### config.mk
export PLATFORM = sky130hd
export DESIGN_NAME = mcc_port
export DESIGN_NICKNAME = d
export VERILOG_FILES = /design/src/rtl/mcc_pkg.sv /design/src/rtl/mcc_cmp.sv /design/src/rtl/mcc_regs.sv /design/src/rtl/mcc_outport.sv /design/src/rtl/mcc_port.sv
export SDC_FILE = /design/constraint.sdc
export NUM_CORES = 1
export LEC_CHECK = 0
export BUFFER_PORTS_ARGS = -buffer_cell sky130_fd_sc_hd__clkbuf_2
export CAP_MARGIN = 20
export CORE_MARGIN = 1.5
export CORE_UTILIZATION = 55
export DETAILED_ROUTE_END_ITERATION = 16
export GPL_ROUTABILITY_DRIVEN = 0
export PLACE_DENSITY = 0.9
export SYNTH_ARGS = -nofsm -noshare
export SYNTH_HDL_FRONTEND = slang
export SYNTH_SLANG_ARGS = --single-unit
### constraint.sdc
create_clock -name clk -period 2.15 [get_ports clk]
set_clock_uncertainty 0.15 [all_clocks]
set_input_delay 0 -clock clk [delete_from_list [all_inputs] [get_ports clk]]
set_output_delay 0 -clock clk [all_outputs]
set_load 0.005 [all_outputs]
### src/rtl/mcc_pkg.sv
package mcc_pkg;
   localparam int ADDR_W = 3;
   localparam logic [ADDR_W-1:0] ADR_RAISE_CMP = 3'd0;
   localparam logic [ADDR_W-1:0] ADR_DROP_CMP  = 3'd1;
   localparam logic [ADDR_W-1:0] ADR_RAISE_MSK = 3'd2;
   localparam logic [ADDR_W-1:0] ADR_DROP_MSK  = 3'd3;
   localparam logic [ADDR_W-1:0] ADR_PORT      = 3'd4;
   localparam logic [ADDR_W-1:0] ADR_FLAGS     = 3'd5;
   localparam int N_EVT  = 2;
   localparam int EV_RAISE = 0;
   localparam int EV_DROP  = 1;
endpackage

### src/rtl/mcc_cmp.sv
module mcc_cmp #(
   parameter int TW   = 16,
   parameter int PIPE = 0
) (
   input  logic          clk,
   input  logic          rst_n,
   input  logic [TW-1:0] timer,
   input  logic [TW-1:0] value,
   output logic          hit
);
   logic eq;
   assign eq = (timer == value);

   initial assert (PIPE == 0 || PIPE == 1) else $error("PIPE must be 0 or 1");

   generate
      if (PIPE == 1) begin : g_reg
         logic hit_q;
         always_ff @(posedge clk) begin
            if (!rst_n) hit_q <= 1'b0;
            else        hit_q <= eq;
         end
         assign hit = hit_q;
      end else begin : g_comb
         assign hit = eq;
      end
   endgenerate
endmodule

### src/rtl/mcc_regs.sv
module mcc_regs
   import mcc_pkg::*;
#(
   parameter int TW = 16,
   parameter int PW = 8,
   parameter int DW = 16
) (
   input  logic                 clk,
   input  logic                 rst_n,
   input  logic                 wr,
   input  logic [ADDR_W-1:0]    addr,
   input  logic [DW-1:0]        wdata,
   input  logic [N_EVT-1:0]     hits,
   input  logic [PW-1:0]        port_q,
   output logic [TW-1:0]        cmp_val [N_EVT],
   output logic [PW-1:0]        raise_msk,
   output logic [PW-1:0]        drop_msk,
   output logic [N_EVT-1:0]     flags,
   output logic                 port_wr,
   output logic [DW-1:0]        rdata
);
   initial assert (DW >= TW && DW >= PW && DW >= N_EVT) else $error("bus too narrow");

   logic [N_EVT-1:0] flag_clr;

   assign port_wr  = wr && (addr == ADR_PORT);
   assign flag_clr = (wr && addr == ADR_FLAGS) ? wdata[N_EVT-1:0] : '0;

   always_ff @(posedge clk) begin
      if (!rst_n) begin
         cmp_val[EV_RAISE] <= '0;
         cmp_val[EV_DROP]  <= '0;
         raise_msk         <= '0;
         drop_msk          <= '0;
      end else if (wr) begin
         case (addr)
            ADR_RAISE_CMP: cmp_val[EV_RAISE] <= wdata[TW-1:0];
            ADR_DROP_CMP:  cmp_val[EV_DROP]  <= wdata[TW-1:0];
            ADR_RAISE_MSK: raise_msk         <= wdata[PW-1:0];
            ADR_DROP_MSK:  drop_msk          <= wdata[PW-1:0];
            default: ;
         endcase
      end
   end

   always_ff @(posedge clk) begin
      if (!rst_n) flags <= '0;
      else        flags <= (flags & ~flag_clr) | hits;
   end

   always_comb begin
      rdata = '0;
      case (addr)
         ADR_RAISE_CMP: rdata[TW-1:0]    = cmp_val[EV_RAISE];
         ADR_DROP_CMP:  rdata[TW-1:0]    = cmp_val[EV_DROP];
         ADR_RAISE_MSK: rdata[PW-1:0]    = raise_msk;
         ADR_DROP_MSK:  rdata[PW-1:0]    = drop_msk;
         ADR_PORT:      rdata[PW-1:0]    = port_q;
         ADR_FLAGS:     rdata[N_EVT-1:0] = flags;
         default:       rdata            = '0;
      endcase
   end

   AST_FLAG_STICKY: assert property (@(posedge clk) disable iff (!rst_n)
      hits[EV_RAISE] |=> flags[EV_RAISE]);
   AST_FLAG_HOLD: assert property (@(posedge clk) disable iff (!rst_n)
      (flags[EV_DROP] && !flag_clr[EV_DROP]) |=> flags[EV_DROP]);
endmodule

### src/rtl/mcc_outport.sv
module mcc_outport #(
   parameter int PW = 8
) (
   input  logic          clk,
   input  logic          rst_n,
   input  logic          raise_hit,
   input  logic          drop_hit,
   input  logic [PW-1:0] raise_msk,
   input  logic [PW-1:0] drop_msk,
   input  logic          sw_wr,
   input  logic [PW-1:0] sw_data,
   output logic [PW-1:0] port_q
);
   initial assert (PW >= 1) else $error("port width must be positive");

   logic [PW-1:0] up_bits, dn_bits, evt_next;

   assign up_bits  = raise_hit ? raise_msk : '0;
   assign dn_bits  = drop_hit  ? drop_msk  : '0;
   assign evt_next = (port_q | up_bits) & ~dn_bits;

   always_ff @(posedge clk) begin
      if (!rst_n)     port_q <= '0;
      else if (sw_wr) port_q <= sw_data;
      else            port_q <= evt_next;
   end

   AST_RAISE_HIGH: assert property (@(posedge clk) disable iff (!rst_n)
      (raise_hit && !drop_hit && !sw_wr) |=> ((port_q & $past(raise_msk)) == $past(raise_msk)));
   AST_DROP_LOW: assert property (@(posedge clk) disable iff (!rst_n)
      (drop_hit && !sw_wr) |=> ((port_q & $past(drop_msk)) == '0));
   AST_SW_WINS: assert property (@(posedge clk) disable iff (!rst_n)
      sw_wr |=> (port_q == $past(sw_data)));
   AST_IDLE_HOLD: assert property (@(posedge clk) disable iff (!rst_n)
      (!sw_wr && !raise_hit && !drop_hit) |=> $stable(port_q));
endmodule

### src/rtl/mcc_port.sv
module mcc_port
   import mcc_pkg::*;
#(
   parameter int TW   = 16,
   parameter int PW   = 8,
   parameter int DW   = 16,
   parameter int PIPE = 0
) (
   input  logic              clk,
   input  logic              rst_n,
   input  logic              bus_wr,
   input  logic [ADDR_W-1:0] bus_addr,
   input  logic [DW-1:0]     bus_wdata,
   output logic [DW-1:0]     bus_rdata,
   input  logic [TW-1:0]     timer,
   output logic [PW-1:0]     port_out,
   output logic              irq_raise,
   output logic              irq_drop
);
   logic [TW-1:0]    cmp_val [N_EVT];
   logic [N_EVT-1:0] hits;
   logic [N_EVT-1:0] flags;
   logic [PW-1:0]    raise_msk, drop_msk, port_q;
   logic             port_wr;

   mcc_regs #(.TW(TW), .PW(PW), .DW(DW)) u_regs (
      .clk(clk), .rst_n(rst_n), .wr(bus_wr), .addr(bus_addr), .wdata(bus_wdata),
      .hits(hits), .port_q(port_q), .cmp_val(cmp_val), .raise_msk(raise_msk),
      .drop_msk(drop_msk), .flags(flags), .port_wr(port_wr), .rdata(bus_rdata)
   );

   for (genvar e = 0; e < N_EVT; e++) begin : g_cmp
      mcc_cmp #(.TW(TW), .PIPE(PIPE)) u_cmp (
         .clk(clk), .rst_n(rst_n), .timer(timer), .value(cmp_val[e]), .hit(hits[e])
      );
   end

   mcc_outport #(.PW(PW)) u_out (
      .clk(clk), .rst_n(rst_n), .raise_hit(hits[EV_RAISE]), .drop_hit(hits[EV_DROP]),
      .raise_msk(raise_msk), .drop_msk(drop_msk), .sw_wr(port_wr),
      .sw_data(bus_wdata[PW-1:0]), .port_q(port_q)
   );

   assign port_out  = port_q;
   assign irq_raise = flags[EV_RAISE];
   assign irq_drop  = flags[EV_DROP];

   AST_RESET_CLEAR: assert property (@(posedge clk)
      !rst_n |=> (port_out == '0 && !irq_raise && !irq_drop));
endmodule

Yosys cells after proc, flatten, opt, wreduce, memory -nomap -nowiden
Cells that the tools add are included.
Storage, ports and cells
  register bits after elaboration: 58
  output and inout bits: 26
  word-level logic and storage cells: 33
Cells by class
  equal/unequal tests: 7
  mux-type cells: 7
  bitwise gates (word level): 6
  reductions and logical operators: 7
Operator list (number)
  16-bit == test: 2
  6-bit one-hot mux with 5 select lines: 1
  8-bit 2-to-1 mux: 3
  8-bit one-hot mux with 2 select lines: 1
  2-bit one-hot mux with 6 select lines: 1
  8-bit AND: 1
  8-bit inverter: 1
  8-bit OR: 1
  2-bit AND reduction: 4
  3-bit by 2-bit == test with 1-bit output, second input constant: 2
  3-bit == test, second input constant: 2
  3-bit by 1-bit == test with 1-bit output, second input constant: 1
  3-bit logical NOT: 1
  2-bit AND: 1
  1-bit logical AND: 2
  2-bit 2-to-1 mux: 1
  2-bit inverter: 1
  2-bit OR: 1

Longest topological paths before layout
  depth after elaboration: 6
  depth in mapped cells: 7

Modules after synthesis
Synthesis repeated with hierarchy kept, for this count alone.
Second synthesis, totals
  cell total of the unflattened synthesis: 369
  area, all modules: 3240.6 µm²
Modules (own cells, without submodules)
  mcc_regs: times used 1, cells an instance 282, area an instance 2447.3 µm², seq. area each 1001.0 µm²
  mcc_outport: times used 1, cells an instance 45, area an instance 437.9 µm², seq. area each 160.2 µm²
  mcc_cmp: times used 2, cells an instance 21, area an instance 177.7 µm², seq. area each 0.0 µm²

Worst setup path before layout
No wires, ideal clock.
  kind: register to register
  start: register u_regs.cmp_val[25] (netlist bit)
  end: register u_out.port_q[6]
  library setup time: 79 ps
  data arrival time: 1381 ps
  required time: 1921 ps
  slack: 539 ps
  stages on the path, launching flop included: 6
  path buffers: 0
  period minus slack after synthesis: 1611 ps
  path through: dfxtp_1 xnor2_1 nand4_1 nor4_4 a211oi_2 a211oi_2
On the way
  cells in the longest elaborated chain, start to end: 5
RTL lines
  from (decl): line mcc_regs.sv:15  | output logic [TW-1:0] cmp_val [N_EVT],
  from (signal, indexed assignment): line mcc_regs.sv:37  | ADR_RAISE_CMP: cmp_val[EV_RAISE] <= wdata[TW-1:0];
  from (signal, indexed assignment): line mcc_regs.sv:38  | ADR_DROP_CMP: cmp_val[EV_DROP] <= wdata[TW-1:0];
  16-bit == test: line mcc_cmp.sv:12  | assign eq = (timer == value);
  8-bit 2-to-1 mux: line mcc_outport.sv:18  | assign up_bits = raise_hit ? raise_msk : '0;
  8-bit OR: line mcc_outport.sv:20  | assign evt_next = (port_q | up_bits) & ~dn_bits;
  8-bit AND: line mcc_outport.sv:20
  8-bit 2-to-1 mux: line mcc_outport.sv:24  | else if (sw_wr) port_q <= sw_data;
  to (signal assigned): line mcc_outport.sv:24
  to (signal assigned): line mcc_outport.sv:25  | else port_q <= evt_next;
  to (decl): line mcc_outport.sv:12  | output logic [PW-1:0] port_q
No other way between the ends.
A chain may end at the register's enable or synchronous reset.

Worst setup path in the final report
  start: register u_regs.cmp_val[1] (netlist bit)
  end: register u_out.port_q[1]
On the way
  cells in the longest elaborated chain, start to end: 5
RTL lines
  16-bit == test: line mcc_cmp.sv:12
  8-bit 2-to-1 mux: line mcc_outport.sv:19  | assign dn_bits = drop_hit ? drop_msk : '0;
  8-bit inverter: line mcc_outport.sv:20
  8-bit AND: line mcc_outport.sv:20
  8-bit 2-to-1 mux: line mcc_outport.sv:24
No other way between the ends.

==> results.py <==
metrics = {
    "cts": {
        "cts_buffer_depth": 2,
        "cts_resized": 0,
        "cts_buffers": 9,
        "cts_setup_buffers": 0,
        "cts_tree": "built",
        "root_buffer": "clkbuf_8",
        "numClockSinks": 58,
        "h-tree-depth": 3,
        "clk_latency_ps": 350,
        "clk_pin_slew_ps": 70,
    },
    "timing": {
        "period_minus_slack_ps": 1900,
        "fin_crit_sh_pct": 88.3,
        "slew_headroom_pct": 49.6,
        "drv_slew": 0,
        "setup_viol_count_final": 0,
        "fin_setup_tns_ps": 0,
        "fin_hold_ws_ps": 56.7,
        "rsz0062_at_grt": "no",
        "tightest_slew_ps": 756,
        "finalHoldViolations": 0,
        "fmax_mhz": 527,
    },
    "synth": {
        "synth_fp_nets": 404,
        "seq_area_frac_synth_pct": 37.3,
        "avgSynthCellArea_sq_um": 8.50,
        "yosysUniqueCellTypes": 32,
        "syn_area_sq_um": 3110,
        "ys_ff_latch": 58,
        "netlist_instances": 366,
        "synth_warnings": 0,
    },
    "final_layout": {
        "layout-drive-gt1-share_pct": 22.8,
        "layout_commonest_cell": "nand2_1",
        "area_delta_synth_final_pct": 23.1,
        "nets": 480,
        "antennaDiodeCount": 0,
        "final_cell_mix": "nand2_1 (85), clkbuf_2 (63), dfxtp_1 (58)",
        "num-fill-cells": 470,
    },
    "global_routing": {
        "grt_max_degree": 46,
        "grt_antenna_before_repair": 0,
        "track_usage_pct": 29.7,
        "grt_pass1_wl_microns": 14100,
        "grt_overflow": 0,
        "grt_pass1_vias": 2872,
    },
    "status": {
        "status": "finished clean",
    },
    "pwr": {
        "p_int_mw": 1.76,
        "switching_share_pct": 26.1,
        "p_leak_nw": 1.50,
        "power_frac_comb_pct": 12.3,
        "power_density_nw_per_um2": 622,
        "power.share.clock_pct": 40.6,
        "p_sw_mw": 0.623,
        "seqPwrFrac_pct": 47.1,
        "ir_drop_v": 0.000414,
    },
    "setup_path": {
        "slowest_stage": "nor4_1",
        "setup.worst_path.start_class": "register",
        "crit_type": "reg2reg",
        "arrival_ps": 1970,
        "path_cells": "xor2_1, nor4_1, nand4_1, nor2_4, a211oi_2",
        "cp_max_fo": 8,
        "endpoint_kind": "register",
        "cp_data_required_time_ps": 2220,
        "crit_path_max_incr_delay_ps": 390,
    },
    "hold_path": {
        "hold_class": "in2reg",
    },
    "floorplan": {
        "row_count": 27,
        "dieHeight_microns": 78.2,
        "dieWidth_microns": 78.2,
        "die-area_sq_um": 6120,
        "core_area_sq_um": 5470,
        "ios": 64,
        "start_util_pct": 56.8,
    },
    "drt": {
        "vias": 2967,
        "drt-pass1-iter-count": 5,
        "remaining_drc_errors": 0,
        "vias_per_cell": 5.72,
        "wirelength_microns": 8560,
        "wl_per_cell_microns": 16.5,
        "drtIter0Drc": 310,
        "final_antenna_net_count": 0,
    },
    "placement": {
        "dp_hpwl_microns": 6040,
        "io_buffers": 63,
    },
    "flow_run": {
        "cap_violations": 0,
    },
}
-- worst paths after layout --
path	from	end	slack, ps	cells after the start
setup / recovery	u_regs.cmp_val[1]	u_out.port_q[1]	250	5
hold / removal	bus_wr	u_regs.flags[0]	60	5
hold reg to reg	u_regs.cmp_val[1]	u_regs.cmp_val[1]	340	2
setup reg to reg	u_regs.cmp_val[1]	u_out.port_q[1]	250	5
-- through the flow --
step           power (mW)  utilization [%]  instances  instance area, sq um  worst slack, ps
2_1_floorplan        1.30                -        366                  3110              539
3_3_place_gp         1.40             63.7        487                  3480              391
3_5_place_dp         1.41             63.7        487                  3480              349
4_1_cts              2.38             70.0        519                  3830              310
5_1_grt              2.47             70.0        519                  3830              159
6_report             2.38             70.0        519                  3830              251
-- registers in the layout, summed over array words and instances (netlist names) --
name and flops:
u_regs.cmp_val 32, u_out.port_q 8, u_regs.drop_msk 8, u_regs.raise_msk 8, u_regs.flags 2
-- logic make-up after synthesis --
logic type | share of synthesized area (%)
and+or+nand+nor | 20.2
AOI/OAI and AO/OA | 20.3
DFF | 37.3
xor gates and xnor gates | 9.01
muxes | 10.0
buffers and inverters | 3.18
-- what timing repair did --
| action | 4_1_cts | 5_1_grt |
|---|---|---|
| hold buffers | 16 | 0 |
| setup endpoints to repair | 0 | 0 |
| hold endpoints to repair | 57 | 0 |
-- cell usage after synthesis --
library cell	instances	area, sq um
nor4_4	1	21.3
a21boi_1	1	7.51
xnor2_1	16	140
nand4_1	5	31.3
a22oi_1	2	15.0
mux2_2	1	11.3
a21boi_0	40	300
dfxtp_1	58	1160
nor2_1	18	67.6
nor2b_1	11	68.8
a211oi_2	9	113
clkbuf_1	12	45.0
nand3_1	2	10.0
nand2_1	85	319
and3_1	3	18.8
and2_1	1	6.26
a21oi_1	10	50.1
o21ai_0	8	40.0
o22ai_1	6	37.5
mux2i_1	30	300
nor4_1	4	25.0
and3b_1	1	8.76
nand3b_1	1	7.51
nor2b_2	1	8.76
or2_2	1	6.26
buf_1	1	3.75
a211oi_1	9	67.6
nor2_4	2	22.5
xor2_1	16	140
nand2b_1	1	6.26
clkbuf_2	3	15.0
buf_2	7	35.0
-- area by class of cell --
cell class	instances	area [sq um]	area share, %
flip-flops and latches	58	1160	30.3
clock inverters	6	57.6	1.50
clock buffers	10	128	3.33
well taps	72	90.1	2.35
multi-input cells	285	1850	48.3
repair buffers	88	543	14.2
-- power by group through the flow --
| stage | Clock, mW | Combinational (mW) | Sequential (mW) |
|---|---|---|---|
| 2_1_floorplan | 0 | 0.161 | 1.14 |
| 4_1_cts | 0.972 | 0.291 | 1.12 |
| 3_5_place_dp | 0 | 0.266 | 1.15 |
| 5_1_grt | 1.02 | 0.318 | 1.13 |
| 3_3_place_gp | 0 | 0.258 | 1.14 |
| 6_report | 0.968 | 0.293 | 1.12 |
-- routing by layer --
| layer | track usage [%] | routed length (microns) |
|---|---|---|
| met5 | 0 | 0 |
| met4 | 13.0 | 189 |
| met3 | 5.23 | 679 |
| met2 | 47.1 | 3980 |
| met1 | 39.4 | 3710 |
-- worst max-delay path: cells and delay by family, from the launching register on --
family / cells / cell delay, ps
compound gates: 1 / 130
xor+xnor: 1 / 160
flops: 1 / 330
simple gates: 3 / 990
Power figures use the tool's default switching activity.
